--- src/rtl/iolock_pkg.sv ---
package iolock_pkg;
    localparam int AW    = 24;
    localparam int DW    = 16;
    localparam int PW    = 8;
    localparam int NPORT = 3;
    localparam int VW    = 4;

    localparam logic [AW-1:0] A_VER     = 24'hA10000;
    localparam logic [AW-1:0] A_DAT0    = 24'hA10002;
    localparam logic [AW-1:0] A_CTL0    = 24'hA10008;
    localparam logic [AW-1:0] A_BUSREQ  = 24'hA11100;
    localparam logic [AW-1:0] A_COPRUN  = 24'hA11200;
    localparam logic [AW-1:0] A_SIG0    = 24'hA14000;
    localparam logic [AW-1:0] A_SIG1    = 24'hA14002;
    localparam logic [AW-1:0] A_ROMEN   = 24'hA14100;

    localparam logic [DW-1:0] SIG0_WORD = 16'h5345;
    localparam logic [DW-1:0] SIG1_WORD = 16'h4741;

    typedef enum logic [3:0] {
        SEL_NONE, SEL_VER,
        SEL_DAT0, SEL_DAT1, SEL_DAT2,
        SEL_CTL0, SEL_CTL1, SEL_CTL2,
        SEL_BUSREQ, SEL_COPRUN, SEL_SIG0, SEL_SIG1, SEL_ROMEN
    } sel_e;

    typedef struct packed {
        logic          wr;
        logic          rd;
        sel_e          sel;
        logic [DW-1:0] wd;
    } acc_t;

    function automatic sel_e decode_addr(input logic [AW-1:0] even);
        sel_e s;
        s = SEL_NONE;
        for (int i = 0; i < NPORT; i++) begin
            if (even == A_DAT0 + AW'(2 * i)) s = sel_e'(int'(SEL_DAT0) + i);
            if (even == A_CTL0 + AW'(2 * i)) s = sel_e'(int'(SEL_CTL0) + i);
        end
        case (even)
            A_VER:    s = SEL_VER;
            A_BUSREQ: s = SEL_BUSREQ;
            A_COPRUN: s = SEL_COPRUN;
            A_SIG0:   s = SEL_SIG0;
            A_SIG1:   s = SEL_SIG1;
            A_ROMEN:  s = SEL_ROMEN;
            default:  ;
        endcase
        return s;
    endfunction

    function automatic sel_e dat_sel(input int idx);
        return sel_e'(int'(SEL_DAT0) + idx);
    endfunction

    function automatic sel_e ctl_sel(input int idx);
        return sel_e'(int'(SEL_CTL0) + idx);
    endfunction
endpackage

--- src/rtl/iolock_decode.sv ---
module iolock_decode
    import iolock_pkg::*;
(
    input  logic [AW-1:0] addr,
    input  logic [DW-1:0] wdata,
    input  logic          wr_en,
    input  logic          rd_en,
    output acc_t          acc
);
    logic [AW-1:0] even_addr;

    // the low address bit is masked before any comparison
    assign even_addr = addr & ~AW'(1);

    always_comb begin
        acc.wr  = wr_en;
        acc.rd  = rd_en;
        acc.sel = decode_addr(even_addr);
        acc.wd  = wdata;
    end
endmodule

--- src/rtl/iolock_port_bank.sv ---
module iolock_port_bank
    import iolock_pkg::*;
(
    input  logic               clk,
    input  logic               rst,
    input  acc_t               acc,
    input  logic [NPORT*PW-1:0] port_din,
    output logic [NPORT-1:0]   port_rd,
    output logic [NPORT-1:0]   port_wr,
    output logic [NPORT-1:0]   port_ctl_wr,
    output logic [PW-1:0]      port_wdat,
    output logic [NPORT*PW-1:0] port_ctl,
    output logic               hit,
    output logic [DW-1:0]      rd_val
);
    logic [NPORT-1:0] dat_hit;
    logic [NPORT-1:0] ctl_hit;

    for (genvar i = 0; i < NPORT; i++) begin : g_port
        assign dat_hit[i] = (acc.sel == dat_sel(i));
        assign ctl_hit[i] = (acc.sel == ctl_sel(i));

        always_ff @(posedge clk) begin
            if (rst) begin
                port_rd[i]              <= 1'b0;
                port_wr[i]              <= 1'b0;
                port_ctl_wr[i]          <= 1'b0;
                port_ctl[i*PW +: PW]    <= '0;
            end else begin
                port_rd[i]     <= acc.rd && dat_hit[i];
                port_wr[i]     <= acc.wr && dat_hit[i];
                port_ctl_wr[i] <= acc.wr && ctl_hit[i];
                if (acc.wr && ctl_hit[i])
                    port_ctl[i*PW +: PW] <= acc.wd[PW-1:0];
            end
        end


        ctl_load_chk: assert property (@(posedge clk) disable iff (rst)
            (!$past(rst) && $past(acc.wr && ctl_hit[i]))
                |-> (port_ctl[i*PW +: PW] == $past(acc.wd[PW-1:0])));


        rd_pulse_src_chk: assert property (@(posedge clk) disable iff (rst)
            port_rd[i] |-> $past(acc.rd && dat_hit[i]));
    end

    always_ff @(posedge clk) begin
        if (rst)
            port_wdat <= '0;
        else if (acc.wr && (|dat_hit))
            port_wdat <= acc.wd[PW-1:0];
    end

    always_comb begin
        hit    = (|dat_hit) || (|ctl_hit);
        rd_val = '0;
        for (int i = 0; i < NPORT; i++) begin
            if (dat_hit[i]) rd_val = {{(DW-PW){1'b0}}, port_din[i*PW +: PW]};
            if (ctl_hit[i]) rd_val = {{(DW-PW){1'b0}}, port_ctl[i*PW +: PW]};
        end
    end


    rd_onehot_chk: assert property (@(posedge clk) disable iff (rst)
        $onehot0(port_rd));
endmodule

--- src/rtl/iolock_ctrl_regs.sv ---
module iolock_ctrl_regs
    import iolock_pkg::*;
(
    input  logic       clk,
    input  logic       rst,
    input  acc_t       acc,
    output logic       bus_req,
    output logic       cop_run,
    output logic [1:0] vid_en,
    output logic       rom_en
);
    logic wr_bus, wr_cop, wr_sig0, wr_sig1, wr_rom;

    always_comb begin
        wr_bus  = acc.wr && (acc.sel == SEL_BUSREQ);
        wr_cop  = acc.wr && (acc.sel == SEL_COPRUN);
        wr_sig0 = acc.wr && (acc.sel == SEL_SIG0);
        wr_sig1 = acc.wr && (acc.sel == SEL_SIG1);
        wr_rom  = acc.wr && (acc.sel == SEL_ROMEN);
    end

    always_ff @(posedge clk) begin
        if (rst) begin
            bus_req <= 1'b0;
            cop_run <= 1'b0;
            vid_en  <= 2'b00;
            rom_en  <= 1'b0;
        end else begin
            if (wr_bus)  bus_req   <= acc.wd[0];
            if (wr_cop)  cop_run   <= acc.wd[0];
            if (wr_sig0) vid_en[0] <= (acc.wd == SIG0_WORD);
            if (wr_sig1) vid_en[1] <= (acc.wd == SIG1_WORD);
            if (wr_rom)  rom_en    <= acc.wd[0];
        end
    end


    rom_hold_chk: assert property (@(posedge clk) disable iff (rst)
        !(acc.wr && acc.sel == SEL_ROMEN) |=> $stable(rom_en));


    vid0_sig_chk: assert property (@(posedge clk) disable iff (rst)
        $rose(vid_en[0]) |-> ($past(acc.wd) == SIG0_WORD && $past(acc.sel) == SEL_SIG0));


    vid1_sig_chk: assert property (@(posedge clk) disable iff (rst)
        $rose(vid_en[1]) |-> ($past(acc.wd) == SIG1_WORD && $past(acc.sel) == SEL_SIG1));


    cop_hold_chk: assert property (@(posedge clk) disable iff (rst)
        !(acc.wr && acc.sel == SEL_COPRUN) |=> $stable(cop_run));


    bus_hold_chk: assert property (@(posedge clk) disable iff (rst)
        !(acc.wr && acc.sel == SEL_BUSREQ) |=> $stable(bus_req));
endmodule

--- src/rtl/iolock_regfile.sv ---
module iolock_regfile
    import iolock_pkg::*;
(
    input  logic                clk,
    input  logic                rst,
    input  logic [AW-1:0]       addr,
    input  logic [DW-1:0]       wdata,
    input  logic                wr_en,
    input  logic                rd_en,
    input  logic                strap_export,
    input  logic                strap_50hz,
    input  logic                strap_no_exp,
    input  logic [VW-1:0]       hw_ver,
    input  logic                cop_grant,
    input  logic [NPORT*PW-1:0] port_din,
    output logic [DW-1:0]       rdata,
    output logic [NPORT-1:0]    port_rd,
    output logic [NPORT-1:0]    port_wr,
    output logic [NPORT-1:0]    port_ctl_wr,
    output logic [PW-1:0]       port_wdat,
    output logic [NPORT*PW-1:0] port_ctl,
    output logic                bus_req,
    output logic                cop_run,
    output logic [1:0]          vid_en,
    output logic                rom_en
);
    localparam int VER_PAD = DW - VW - 4;

    acc_t          acc;
    logic          bank_hit;
    logic [DW-1:0] bank_val;
    logic [DW-1:0] rd_mux;
    logic [DW-1:0] ver_word;

    iolock_decode u_dec (
        .addr  (addr),
        .wdata (wdata),
        .wr_en (wr_en),
        .rd_en (rd_en),
        .acc   (acc)
    );

    iolock_port_bank u_ports (
        .clk         (clk),
        .rst         (rst),
        .acc         (acc),
        .port_din    (port_din),
        .port_rd     (port_rd),
        .port_wr     (port_wr),
        .port_ctl_wr (port_ctl_wr),
        .port_wdat   (port_wdat),
        .port_ctl    (port_ctl),
        .hit         (bank_hit),
        .rd_val      (bank_val)
    );

    iolock_ctrl_regs u_ctrl (
        .clk     (clk),
        .rst     (rst),
        .acc     (acc),
        .bus_req (bus_req),
        .cop_run (cop_run),
        .vid_en  (vid_en),
        .rom_en  (rom_en)
    );

    assign ver_word = {{VER_PAD{1'b0}}, strap_export, strap_50hz, strap_no_exp, 1'b0, hw_ver};

    always_comb begin
        rd_mux = '0;
        if (bank_hit)
            rd_mux = bank_val;
        else if (acc.sel == SEL_VER)
            rd_mux = ver_word;
        else if (acc.sel == SEL_BUSREQ)
            rd_mux = {{(DW-1){1'b0}}, ~cop_grant};
    end

    // the read is captured from pre-edge state
    always_ff @(posedge clk) begin
        if (rst)
            rdata <= '0;
        else if (acc.rd)
            rdata <= rd_mux;
    end


    ver_read_chk: assert property (@(posedge clk) disable iff (rst)
        (!$past(rst) && $past(acc.rd && acc.sel == SEL_VER))
            |-> (rdata[7:5] == {$past(strap_export), $past(strap_50hz), $past(strap_no_exp)}
                 && rdata[15:8] == 8'h00));


    bus_stat_chk: assert property (@(posedge clk) disable iff (rst)
        (!$past(rst) && $past(acc.rd && acc.sel == SEL_BUSREQ))
            |-> (rdata == {{(DW-1){1'b0}}, !$past(cop_grant)}));


    none_read_chk: assert property (@(posedge clk) disable iff (rst)
        (!$past(rst) && $past(acc.rd && acc.sel == SEL_NONE)) |-> (rdata == '0));
endmodule

--- config.mk ---
export PLATFORM = sky130hd
export DESIGN_NAME = iolock_regfile
export DESIGN_NICKNAME = d
export VERILOG_FILES = /design/src/rtl/iolock_pkg.sv /design/src/rtl/iolock_decode.sv /design/src/rtl/iolock_port_bank.sv /design/src/rtl/iolock_ctrl_regs.sv /design/src/rtl/iolock_regfile.sv
export SDC_FILE = /design/constraint.sdc
export NUM_CORES = 1
export LEC_CHECK = 0
export BUFFER_PORTS_ARGS = -buffer_cell sky130_fd_sc_hd__buf_4
export CORE_MARGIN = 2
export CORE_UTILIZATION = 40
export DETAILED_ROUTE_END_ITERATION = 7
export PLACE_DENSITY_LB_ADDON = 0.2
export REMOVE_ABC_BUFFERS = 1
export SYNTH_ARGS = -nofsm -noshare
export SYNTH_HDL_FRONTEND = slang
export SYNTH_SLANG_ARGS = --single-unit
--- constraint.sdc ---
create_clock -name clk -period 4.7 [get_ports clk]
set_input_delay 0.47 -clock clk [delete_from_list [all_inputs] [get_ports clk]]
set_output_delay 0.47 -clock clk [all_outputs]
set_load 0.01 [all_outputs]
### Word level (Yosys, flattened, before mapping)

Index checks and enable logic that the tools add are counted.

* register bits: 62
* bits in latches: 0
* bits in writable memories: 0
* bits in read-only memories: 0
* input bits: 76
* output and inout port bits: 62
* word-level logic and storage cells: 80
* memories kept: 0

* $add $sub $neg: 0
* $mul: 0
* div/mod/pow operators: 0
* $lt $le $gt $ge: 0
* equality and inequality tests: 26
* shift operators: 0
* mux-type cells: 16
* bitwise operators: 1
* reductions and logical operators: 18

Operators with widths (count)
* $eq 23x23->1 const B: 12
* $mux 8: 7
* $eq 16x15->1 const B: 2
* $pmux 4 s6: 1
* $eq 4x4->1 const B: 5
* $mux 4: 5
* $eq 4x3->1 const B: 4
* $mux 16: 1
* $logic_and 1x1->1: 15
* $eq 4x2->1 const B: 2
* $reduce_or 3->1: 2
* $eq 4x1->1 const B: 1
* $mux 2: 1
* $logic_or 1x1->1: 1
* $mux 1: 1
* $not 1->1: 1

### Depth between registers and ports, before layout

Gate-level depths: netlist of the first run.

* depth in word-level cells: 16
* depth in mapped cells: 9
* depth with buffers taken out: 6

### Cells and area by module

From an unflattened synthesis of the first run, not the netlist that was laid out.

* cell total of the unflattened synthesis: 416
* area total of the unflattened synthesis: 3428.3 um2

By module, submodules not included
* iolock_port_bank: times used 1, cells an instance 265, area each 2067.0 um2, sequential area each 820.8 um2
* iolock_regfile: times used 1, cells an instance 68, area each 630.6 um2, sequential area each 320.3 um2
* iolock_decode: times used 1, cells an instance 50, area each 419.2 um2, sequential area each 0.0 um2
* iolock_ctrl_regs: times used 1, cells an instance 33, area each 311.5 um2, sequential area each 100.1 um2

### Least setup slack after synthesis of the first run

OpenSTA, ideal clock, no wires.

* path type: input to register
* start: input port addr[22]
* end: register rdata[5]
* library setup time: 120 ps
* data arrival time: 2726 ps
* data required time: 4580 ps
* setup slack: 1853 ps
* stages on the path: 8
* buffers on the path: 2
* cell sequence: or4b_4 -> or4_1 -> buf_2 -> nor4_4 -> buf_4 -> mux2_1 -> o21ai_1 -> a21oi_1

* longest elaborated chain between the ends: 16
* elaborated cells on any way between the ends: 37
* classes of those cells: eq/ne: 19; mux: 15; reduce/logical: 3

Ends and longest elaborated chain
* start, declared: RTL line iolock_regfile.sv:6 `input logic [AW-1:0] addr,`
* $eq 23x23->1: RTL line iolock_pkg.sv:38 `if (even == A_DAT0 + AW'(2 * i)) s = sel_e'(int'(SEL_DAT0) + i);`
* $mux 2: RTL line iolock_pkg.sv:38
* $mux 4: RTL line iolock_pkg.sv:39 `if (even == A_CTL0 + AW'(2 * i)) s = sel_e'(int'(SEL_CTL0) + i);`
* $mux 4: RTL line iolock_pkg.sv:38
* $mux 4: RTL line iolock_pkg.sv:39
* $mux 4: RTL line iolock_pkg.sv:38
* $mux 4: RTL line iolock_pkg.sv:39
* $pmux 4 s6 (*): RTL line iolock_pkg.sv:41 `case (even)`
* $eq 4x2->1: RTL line iolock_port_bank.sv:20 `assign dat_hit[i] = (acc.sel == dat_sel(i));`
* $mux 8: RTL line iolock_port_bank.sv:59 `if (dat_hit[i]) rd_val = {{(DW-PW){1'b0}}, port_din[i*PW +: PW]};`
* $mux 8: RTL line iolock_port_bank.sv:60 `if (ctl_hit[i]) rd_val = {{(DW-PW){1'b0}}, port_ctl[i*PW +: PW]};`
* $mux 8: RTL line iolock_port_bank.sv:59
* $mux 8: RTL line iolock_port_bank.sv:60
* $mux 8: RTL line iolock_port_bank.sv:59
* $mux 8: RTL line iolock_port_bank.sv:60
* $mux 16 (*): RTL line iolock_regfile.sv:71 `if (bank_hit)`
* end signal, assigned: RTL line iolock_regfile.sv:84 `rdata <= rd_mux;`
* end, declared: RTL line iolock_regfile.sv:16 `output logic [DW-1:0] rdata,`

Every way passes the cells marked *; elsewhere a longest branch is shown, timed or not.
A chain may end at the register's enable or synchronous reset.

### Worst setup path in the final report of the first run

* start: input port addr[22]
* end: register u_ports.port_wdat[6]

* longest elaborated chain between the ends: 11
* elaborated cells on any way between the ends: 24
* classes of those cells: eq/ne: 15; mux: 7; reduce/logical: 2

Ends and longest elaborated chain
* $eq 23x23->1: RTL line iolock_pkg.sv:38
* $mux 2: RTL line iolock_pkg.sv:38
* $mux 4: RTL line iolock_pkg.sv:39
* $mux 4: RTL line iolock_pkg.sv:38
* $mux 4: RTL line iolock_pkg.sv:39
* $mux 4: RTL line iolock_pkg.sv:38
* $mux 4: RTL line iolock_pkg.sv:39
* $pmux 4 s6 (*): RTL line iolock_pkg.sv:41
* $eq 4x2->1 or $eq 4x3->1 (tied branches): RTL line iolock_port_bank.sv:20
* $reduce_or 3->1 (*): RTL line iolock_port_bank.sv:51 `else if (acc.wr && (|dat_hit))`
* $logic_and 1x1->1 (*): RTL line iolock_port_bank.sv:51
* end signal, assigned: RTL line iolock_port_bank.sv:52 `port_wdat <= acc.wd[PW-1:0];`
* end, declared: RTL line iolock_port_bank.sv:11 `output logic [PW-1:0] port_wdat,`

Marks and branches as above.

==> metrics.md, run 1 <==
| Metric | Value |
|---|---|
| DR vias | 3353 |
| Layout cell share with drive strength beyond 1 | 32.52% |
| Post-route ant nets | 0 |
| Final hold violations | 0 |
| Routed vias/inst | 5.673 |
| Crit path time final | 3.255 ns |
| Number of enable flip-flop cells after synthesis | 0 |
| Hold_ws | 0.4473 ns |
| All-Layer GR Usage | 24.12% |
| Pin count of the biggest net entering global routing | 52 |
| DRC | 0 |
| Endpoint required time on the critical path | 4.88 ns |
| Setup WS pre-CTS | 1.127 ns |
| Combinational fraction of design power | 14.0% |
| Skew final | 0.004931 ns |
| Commonest non-fill, non-tap cell in the layout | buf_4 |
| Synth cell types | 66 |
| Vias in the first global route | 3118 |
| Fillers | 764 |
| Post-DP Area | 4118 µm² |
| Finished Cell Area | 4209 µm² |
| IO Count | 138 |
| Core area | 7647 µm² |
| Nature of the critical path endpoint | register |
| First-pass GRT wire length | 16.32 mm |
| PwrDens | 199.7 nW/µm² |
| Routed WL per cell | 17.36 µm |
| Crit path DAT | 3.43 ns |
| FF-to-FF End | rdata[4]$_SDFFE_PP0P_ |
| Wirelength, routed | 10.26 mm |
| CTS tree | done |
| Std cell rows | 32 |
| # H-tree levels | 2 |
| Max Cap Viol | 0 |
| Die height | 92.20 µm |
| Fmax | 307.2 MHz |
| Synth Register Bits | 54 |
| CTS resizes | 0 |
| Cells after Synth | 370 |
| Final setup viols | 0 |
| Crit path kind | in2reg |
| Setup crit start | addr[22] |
| Post-route clock period utilization | 69.26% |
| P_leak | 1.743 nW |
| Run status | complete, no violations |
| Buffer levels on the longest clock path | 2 |
| DP HPWL | 7.668 mm |
| Syn avg cell area | 8.410 µm² |
| Register area share after synthesis | 34.74% |
| Sw Ratio | 24.24% |
| Startpoint Class | input port |
| Worst setup margin | 1.445 ns |
| Slew @ Worst Pin | 1.054 ns |
| CP Max Fanout | 15 |
| Multi-input gate area | 1888 µm² |
| Max Slew Vio Count | 0 |
| Area Growth Syn to Fin | 35.26% |
| Internal power | 0.0006368 W |
| Initial antenna violation count | 0 |
| Clock Power Share | 31.4% |
| Drt first-iter violations | 220 |
| R2R cell count | 3 |
| Post-CTS Setup Bufs | 0 |
| CP endpoint | u_ports.port_wdat[6]$_SDFFE_PP0P_ |
| GR Overflow Total | 0 |
| Worst slew margin | 27.90% |
| Slowest stage delay, CP | 0.85 ns |
| Sw power | 0.0002038 W |
| Clk_lat worst skew | 0.30 ns |
| Diode count | 0 |
| Die area | 8501 µm² |
| RSZ-0062 raised after global routing | no |
| Mapped Area | 3112 µm² |
| Ys async rst share | 0% |
| CTS Hold Bufs | 0 |
| Gpl congestion | 0.9489 |
| HP Class | in2reg |
| Pre-Repair DR Iteration Count | 5 |
| Fin Setup TNS | 0 ns |
| Starting Density | 40.69% |
| Die width | 92.20 µm |
| R2R setup slack | 3.56 ns |
| Storage cell area | 1081 µm² |
| Fin util | 55.04% |
| Ys Warns | 0 |
| Most frequent cells in the layout | buf_4, dfxtp_1, nor2_1 |
| Worst path slowest cell | nor4_4 |
| TritonCTS Buffers | 5 |
| Sequential Power Share | 54.7% |
| Top_reg_cell synth | dfxtp_1 |
| Reg clk slew, reported paths | 0.09 ns |
| Buffers on Ports | 128 |
| Cell Chain, Critical Path | buf_4 -> or4b_4 -> or4_1 -> nor4_4 -> o211ai_2 -> mux2i_1 -> nor2_1 |
| Fin nets | 564 |
| CTS root buffer | clkbuf_8 |
| Maximum VDD drop | 0.1159 mV |
| TritonCTS Sinks | 54 |
| FF-to-FF Start | u_ports.port_ctl[4]$_SDFFE_PP0P_ |
[layout make-up]
class / instances / share of cell area [%]
inverters: 6 / 0.5351
clock buffers: 7 / 2.051
flip-flops and latches: 54 / 25.68
well taps: 102 / 3.032
repair buffers: 133 / 23.72
multi-input cells: 288 / 44.86
clock inverters: 1 / 0.1189
[Yosys cell counts, types with 2 or more instances]
| cell type | n | area (µm²) |
|---|---|---|
| dfxtp_1 | 54 | 1081 |
| nor2_1 | 50 | 187.7 |
| mux2i_1 | 24 | 240.2 |
| nand2_1 | 23 | 86.33 |
| a21oi_1 | 20 | 100.1 |
| clkbuf_1 | 17 | 63.81 |
| nand3_1 | 16 | 80.08 |
| nor4_1 | 10 | 62.56 |
| buf_4 | 9 | 67.56 |
| nand4_1 | 9 | 56.30 |
| a221oi_1 | 7 | 61.31 |
| or4_1 | 7 | 52.55 |
| a22oi_1 | 6 | 45.04 |
| a31o_2 | 6 | 52.55 |
| and3_1 | 6 | 37.54 |
| mux2_1 | 6 | 67.56 |
| nand2b_1 | 6 | 37.54 |
| nor3b_1 | 6 | 45.04 |
| o211ai_1 | 6 | 45.04 |
| o21ai_0 | 6 | 30.03 |
| inv_1 | 5 | 18.77 |
| nor3_1 | 5 | 25.02 |
| nor4b_1 | 5 | 43.79 |
| o21ai_1 | 5 | 25.02 |
| a211oi_1 | 3 | 22.52 |
| and2_1 | 3 | 18.77 |
| buf_2 | 3 | 15.01 |
| and4_1 | 2 | 17.52 |
| nor4_4 | 2 | 42.54 |
| nor4bb_1 | 2 | 20.02 |
| o211ai_2 | 2 | 25.02 |
| o22a_1 | 2 | 17.52 |
| o22ai_1 | 2 | 12.51 |
| or2_2 | 2 | 12.51 |
| xor2_1 | 2 | 17.52 |
[stage by stage]
stage	power [W]	cells
after floorplan	0.0005041	348
after global placement	0.0005853	583
after detailed placement	0.0005862	583
after CTS	0.0008431	591
after global routing	0.0008747	591
final	0.0008406	591
[worst min-delay path by stage]
stage	startpoint	end	slack, ns	cells past startpoint
floorplan	u_ports.port_ctl[17]$_SDFFE_PP0P_	u_ports.port_ctl[17]$_SDFFE_PP0P_	0.48	2
global placement	u_ports.port_ctl[23]$_SDFFE_PP0P_	u_ports.port_ctl[23]$_SDFFE_PP0P_	0.46	2
detailed placement	u_ports.port_ctl[22]$_SDFFE_PP0P_	u_ports.port_ctl[22]$_SDFFE_PP0P_	0.47	2
CTS	port_din[6]	rdata[6]$_SDFFE_PP0P_	0.44	3
global route	port_din[3]	rdata[3]$_SDFFE_PP0P_	0.44	3
finish	wdata[5]	u_ports.port_ctl[5]$_SDFFE_PP0P_	0.45	3
[power groups by stage]
stage	Sequential, W	Combinational [W]	Clock (W)
6_report	0.000459	0.000117	0.000264
5_1_grt	0.000460	0.000127	0.000287
4_1_cts	0.000459	0.000116	0.000267
3_5_place_dp	0.000470	0.000116	0
3_3_place_gp	0.000470	0.000115	0
2_1_floorplan	0.000471	0.0000333	0
[cell families (layout without fill, tap and decap cells)]
family,Yosys count,in the layout,synth area share [%]
and+or+nand+nor,164,164,29.75
AOI/OAI and AO/OA,83,83,19.22
DFF,54,54,34.74
buffers and inverters,35,147,5.428
muxes,30,30,9.891
xor gates and xnor gates,3,3,0.8445
other,1,8,0.1205
[flip-flops by register name, summed over array words and instances (netlist names)]
register,cells
rdata,8
u_ctrl.bus_req,1
u_ctrl.cop_run,1
u_ctrl.rom_en,1
u_ctrl.vid_en,2
u_ports.port_ctl,24
u_ports.port_ctl_wr,3
u_ports.port_rd,3
u_ports.port_wdat,8
u_ports.port_wr,3
[routing by layer]
| layer | routed length (µm) | share of wire, % | GRT usage (%) |
|---|---|---|---|
| met2 | 4713 | 46 | 38.24 |
| met4 | 172 | 1.7 | 5.721 |
| met5 | 0 | 0 | 0 |
| met3 | 691 | 6.7 | 4.108 |
| met1 | 4685 | 46 | 34.21 |
[critical path, delay by kind of cell]
| kind | cells | cell delay (ns) |
|---|---|---|
| multiplexers | 1 | 0.26 |
| AO/OA/AOI/OAI | 1 | 0.42 |
| AND/OR/NAND/NOR | 4 | 2.16 |
| buffers and inverters | 1 | 0.11 |
(Power assumes the default switching activity.)
==> run 2: changes to the inputs <==
- clock period: 4.7 -> 3.2 ns (I/O delays scaled with it)
==> metrics.md, run 2 (synthesized netlist as in run 1, its figures left out) <==
| Metric | Value |
|---|---|
| Wirelength, routed | 10.48 mm (+2.1%) |
| Most flops, register | u_ports.port_ctl |
| # H-tree levels | 2 (unchanged) |
| Commonest non-fill, non-tap cell in the layout | buf_4 |
| Routed WL per cell | 17.49 µm (+0.71%) |
| Area Growth Syn to Fin | 37.03% |
| HP Class | in2reg |
| Std cell rows | 32 (unchanged) |
| Crit path time final | 2.672 ns |
| CTS tree | done |
| Reg clk slew, reported paths | 0.10 ns (about the same) |
| Buffers on Ports | 128 (unchanged) |
| Fmax | 374.3 MHz |
| Final setup viols | 0 (unchanged) |
| Max reg flops | 24 (unchanged) |
| Pre-Repair DR Iteration Count | 5 (unchanged) |
| Run status | complete, no violations |
| M2 GR Usage | 40.32% (+2.1 points) |
| DP HPWL | 7.746 mm (+1.0%) |
| GR met3 Demand/Resource | 5.012% (+0.90 points) |
| Worst slew margin | 60.19% (+32 points) |
| CTS root buffer | clkbuf_8 |
| Core area | 7647 µm² (unchanged) |
| PwrDens | 284.2 nW/µm² (+42%) |
| Crit path DAT | 2.84 ns (-0.59 ns) |
| Startpoint Class | input port |
| Skew final | 0.007194 ns (+0.002263 ns) |
| Top flop regs | u_ports.port_ctl (24), rdata (8), u_ports.port_wdat (8) |
| Buffer levels on the longest clock path | 2 (unchanged) |
| TritonCTS Buffers | 5 (unchanged) |
| Die height | 92.20 µm (unchanged) |
| Max Cap Viol | 0 (unchanged) |
| GR Overflow Total | 0 (unchanged) |
| DR vias | 3409 (+1.7%) |
| DRC | 0 (unchanged) |
| Routed vias/inst | 5.691 (+0.31%) |
| Met1 Track Usage GR | 33.18% (-1.0 points) |
| TritonCTS Sinks | 54 (unchanged) |
| P_leak | 1.787 nW (+2.5%) |
| RSZ-0062 raised after global routing | no |
| Fin Setup TNS | 0 ns (unchanged) |
| Clk_lat worst skew | 0.30 ns (about the same) |
| Final hold violations | 0 (unchanged) |
| Crit path kind | in2reg |
| First-pass GRT wire length | 16.75 mm (+2.7%) |
| Gpl congestion | 0.8890 (-6.3%) |
| Post-route ant nets | 0 (unchanged) |
| Fin nets | 573 (+1.6%) |
| Initial antenna violation count | 0 (unchanged) |
| Post-route clock period utilization | 83.49% |
| Die width | 92.20 µm (unchanged) |
| Nature of the critical path endpoint | register |
| Pin count of the biggest net entering global routing | 52 (unchanged) |
| Diode count | 0 (unchanged) |
| Most frequent cells in the layout | buf_4, dfxtp_1, nor2_1 |
| Maximum VDD drop | 0.2015 mV (+74%) |
| IO Count | 138 (unchanged) |
| Pwr Total | 0.001212 W (+44%) |
| Die area | 8501 µm² (unchanged) |
| Layout cell share with drive strength beyond 1 | 33.80% (+1.3 points) |
| Post-CTS Setup Bufs | 0 (unchanged) |
| Endpoint required time on the critical path | 3.37 ns (-1.51 ns) |
| Starting Density | 40.69% (unchanged) |
| All-Layer GR Usage | 24.48% (+0.36 points) |
| GR peak layer | met2 |
| Slew @ Worst Pin | 0.5953 ns (-0.4589 ns) |
| Vias in the first global route | 3292 (+5.6%) |
| Max Slew Vio Count | 0 (unchanged) |
| CP Max Fanout | 15 (unchanged) |
| CTS Hold Bufs | 0 (unchanged) |
| Drt first-iter violations | 284 (+29%) |
| CTS resizes | 0 (unchanged) |
[run 2: through the flow]
| stage | hold slack (ns) | utilization [%] | area (µm²) | cells | setup slack, ns |
|---|---|---|---|---|---|
| 2_1_floorplan | 0.3891 | - | 2992 | 348 | 0.1745 |
| 3_3_place_gp | 0.4559 | 54.73 | 4185 | 592 | 0.2637 |
| 3_5_place_dp | 0.4625 | 54.73 | 4185 | 592 | 0.2242 |
| 4_1_cts | 0.2884 | 55.76 | 4264 | 599 | 0.5454 |
| 5_1_grt | 0.2840 | 55.76 | 4264 | 599 | 0.3530 |
| 6_report | 0.2919 | 55.76 | 4264 | 599 | 0.5285 |
[run 2: final cells by class]
type	count	area (µm²)
clock inverter	2	10.01
multi-input combinational	288	1888
inverter	6	22.52
sequential	54	1081
fill	740	3383
timing repair buffer	142	1066
tap	102	127.6
clock buffer	5	68.82
[run 2: path summary, 6_finish.rpt]
| kind | slack, ns | endpoint | cells after the start | startpoint |
|---|---|---|---|---|
| worst min-delay path | 0.29 | rdata[3]$_SDFFE_PP0P_ | 3 | port_din[3] |
| worst max-delay path | 0.53 | u_ports.port_wdat[3]$_SDFFE_PP0P_ | 8 | addr[22] |
| worst max register to register | 2.09 | rdata[4]$_SDFFE_PP0P_ | 3 | u_ports.port_ctl[4]$_SDFFE_PP0P_ |
| worst min register to register | 0.48 | u_ctrl.vid_en[1]$_SDFFE_PP0P_ | 2 | u_ctrl.vid_en[1]$_SDFFE_PP0P_ |
[run 2: power breakdown]
| group | internal, W | total, W | leakage [nW] | switching [W] |
|---|---|---|---|---|
| logic | 0.0000871 | 0.000173 | 1.31 | 0.0000861 |
| registers | 0.000674 | 0.000675 | 0.435 | 0.00000119 |
| clock network | 0.000148 | 0.000364 | 0.0438 | 0.000216 |
[run 2: metal layers]
metal,routed length [µm],part of all wire (%),vias to the layer above
met5,0,0,-
met4,89,0.85,0
met3,963,9.2,8
met2,4952,47,182
met1,4469,43,1588
li1,-,-,1631
[run 2: critical path, cell delays in order]
cell and delay [ns]:
buf_4 0.11, or4b_4 0.56, or4_1 0.70, nor4_4 0.29, buf_4 0.27, o211ai_2 0.30
mux2i_1 0.23, nor2_1 0.05
==> run 3: changes to the inputs <==
- clock period: 3.2 -> 2.64 ns (I/O delays scaled with it)
==> metrics.md, run 3 (synthesized netlist as in run 1, its figures left out) <==
| Metric | Value |
|---|---|
| Run status | complete, no violations |
| Cell Chain, Critical Path | buf_4 -> or4b_4 -> or4_1 -> buf_4 -> o22a_1 -> nor4b_1 -> o311ai_1 -> a211oi_1 |
| R2R setup slack | 1.53 ns (-0.56 ns) |
| Crit path DAT | 2.68 ns (-0.16 ns) |
| Skew final | 0.005375 ns (-0.001819 ns) |
| Drt first-iter violations | 262 (-7.7%) |
| Placed instance count | 608 (+2.7%) |
| Top flop regs | u_ports.port_ctl (24), rdata (8), u_ports.port_wdat (8) |
| TritonCTS Buffers | 5 (unchanged) |
| TritonCTS Sinks | 54 (unchanged) |
| Die height | 92.20 µm (unchanged) |
| Fmax | 407.4 MHz |
| DRC | 0 (unchanged) |
| Vias in the first global route | 3252 (-1.2%) |
| Startpoint Class | input port |
| IO Count | 138 (unchanged) |
| Final Instance Count excl. Fillers | 616 (+2.8%) |
| Met1 Track Usage GR | 33.22% (+0.034 points) |
| Pwr Total | 0.001577 W (+30%) |
| CP Max Fanout | 7 (-8) |
| CP bufs+invs | 2 (unchanged) |
| Initial antenna violation count | 0 (unchanged) |
| Clk_lat worst skew | 0.30 ns (about the same) |
| Fin nets | 589 (+2.8%) |
| Pin count of the biggest net entering global routing | 52 (unchanged) |
| Hold EP | rdata[1]$_SDFFE_PP0P_ |
| # H-tree levels | 2 (unchanged) |
| Endpoint required time on the critical path | 2.86 ns (-0.51 ns) |
| Area Growth Syn to Fin | 43.06% |
| Most frequent cells in the layout | buf_4, dfxtp_1, nor2_1 |
| GR peak layer | met2 |
| WHS Path Cells | 3 (unchanged) |
| Most flops, register | u_ports.port_ctl |
| Die area | 8501 µm² (unchanged) |
| Std cell rows | 32 (unchanged) |
| Worst path slowest cell | or4b_4 |
| Layout cell share with drive strength beyond 1 | 35.99% (+2.2 points) |
| Core area | 7647 µm² (unchanged) |
| Diode count | 0 (unchanged) |
| Routed WL per cell | 16.90 µm (-3.4%) |
| DP HPWL | 7.854 mm (+1.4%) |
| Max reg flops | 24 (unchanged) |
| Nature of the critical path endpoint | register |
| Die width | 92.20 µm (unchanged) |
| Post-CTS Setup Bufs | 0 (unchanged) |
| FF-to-FF End | rdata[4]$_SDFFE_PP0P_ |
| Final setup viols | 0 (unchanged) |
| First-pass GRT wire length | 16.37 mm (-2.3%) |
| RSZ-0062 raised after global routing | no |
| R2R cell count | 3 (unchanged) |
| Slowest stage delay, CP | 0.53 ns (-0.17 ns) |
| CTS root buffer | clkbuf_8 |
| Buffer levels on the longest clock path | 2 (unchanged) |
| GR met3 Demand/Resource | 4.930% (-0.082 points) |
| Fillers | 705 (-4.7%) |
| HP Class | in2reg |
| Slew @ Worst Pin | 0.5316 ns (-0.06371 ns) |
| Crit path kind | in2reg |
| Cell mode on critical path | buf_4 |
| Commonest non-fill, non-tap cell in the layout | buf_4 |
| Routed vias/inst | 5.557 (-2.4%) |
| Max Slew Vio Count | 0 (unchanged) |
| Max Cap Viol | 0 (unchanged) |
| CP top delay family | simple AND/OR/NAND/NOR gates |
| Fin util | 58.21% (+2.5 points) |
| DR vias | 3423 (+0.41%) |
| CTS resizes | 0 (unchanged) |
| PwrDens | 354.3 nW/µm² (+25%) |
| Wirelength, routed | 10.41 mm (-0.64%) |
| Post-route clock period utilization | 92.97% |
| Post-route ant nets | 0 (unchanged) |
| M2 GR Usage | 39.83% (-0.49 points) |
| Gpl congestion | 0.8879 (-0.12%) |
| Reg clk slew, reported paths | 0.10 ns (about the same) |
| GR Overflow Total | 0 (unchanged) |
| CTS Hold Bufs | 0 (unchanged) |
| Final hold violations | 0 (unchanged) |
| Pre-Repair DR Iteration Count | 4 (-1) |
| Worst slew margin | 64.56% (+4.4 points) |
| All-Layer GR Usage | 24.08% (-0.40 points) |
| P_leak | 1.888 nW (+5.7%) |
| Buffers on Ports | 128 (unchanged) |
| Worst hold start | port_din[1] |
| Crit path time final | 2.454 ns |
| CTS tree | done |
| FF-to-FF Start | u_ports.port_ctl[4]$_SDFFE_PP0P_ |
| Starting Density | 40.69% (unchanged) |
| Maximum VDD drop | 0.3118 mV (+55%) |
-- run 3: where the power goes --
part | internal, W | switching [W]
sequential | 0.000816 | 0.00000129
clock | 0.000280 | 0.000269
combinational | 0.000107 | 0.000105
total | 0.00120 | 0.000374
-- run 3: per-layer routing --
metal / vias up / share of wire (%)
li1: 1668 / -
met1: 1620 / 45
met2: 131 / 47
met3: 4 / 7.0
met4: 0 / 0.44
met5: - / 0
-- run 3: layout make-up --
class	count	area [µm²]	share of cell area, %
multi-input combinational	288	1888	42.41
clock inverter	3	40.04	0.8994
tap	102	127.6	2.867
sequential	54	1081	24.28
inverter	6	22.52	0.5059
timing repair buffer	158	1224	27.49
clock buffer	5	68.82	1.546
-- run 3: worst max path at each step --
stage	cells after the start	start	endpoint	slack, ns
4_1_cts	8	addr[22]	rdata[4]$_SDFFE_PP0P_	0.19
3_5_place_dp	8	addr[22]	rdata[4]$_SDFFE_PP0P_	-0.12
3_3_place_gp	8	addr[22]	rdata[4]$_SDFFE_PP0P_	-0.04
6_report	8	addr[22]	rdata[4]$_SDFFE_PP0P_	0.19
2_1_floorplan	6	addr[6]	rdata[4]$_SDFFE_PP0P_	-0.33
5_1_grt	9	addr[22]	rdata[3]$_SDFFE_PP0P_	0.12
-- run 3: tightest hold or removal path, delay by kind of cell --
kind,cells,cell delay [ns]
AO/OA/AOI/OAI,2,0.14
buffers and inverters,1,0.11
-- run 3: per-stage QoR --
step / setup slack, ns / setup TNS, ns / area [µm²] / hold slack [ns]
global placement: -0.04032 / -0.1907 / 4343 / 0.4541
CTS: 0.1851 / 0 / 4452 / 0.2337
detailed placement: -0.1185 / -0.4398 / 4343 / 0.4644
floorplan: -0.3295 / -5.929 / 2992 / 0.3331
finish: 0.1856 / 0 / 4452 / 0.2332
global route: 0.1217 / 0 / 4452 / 0.2433
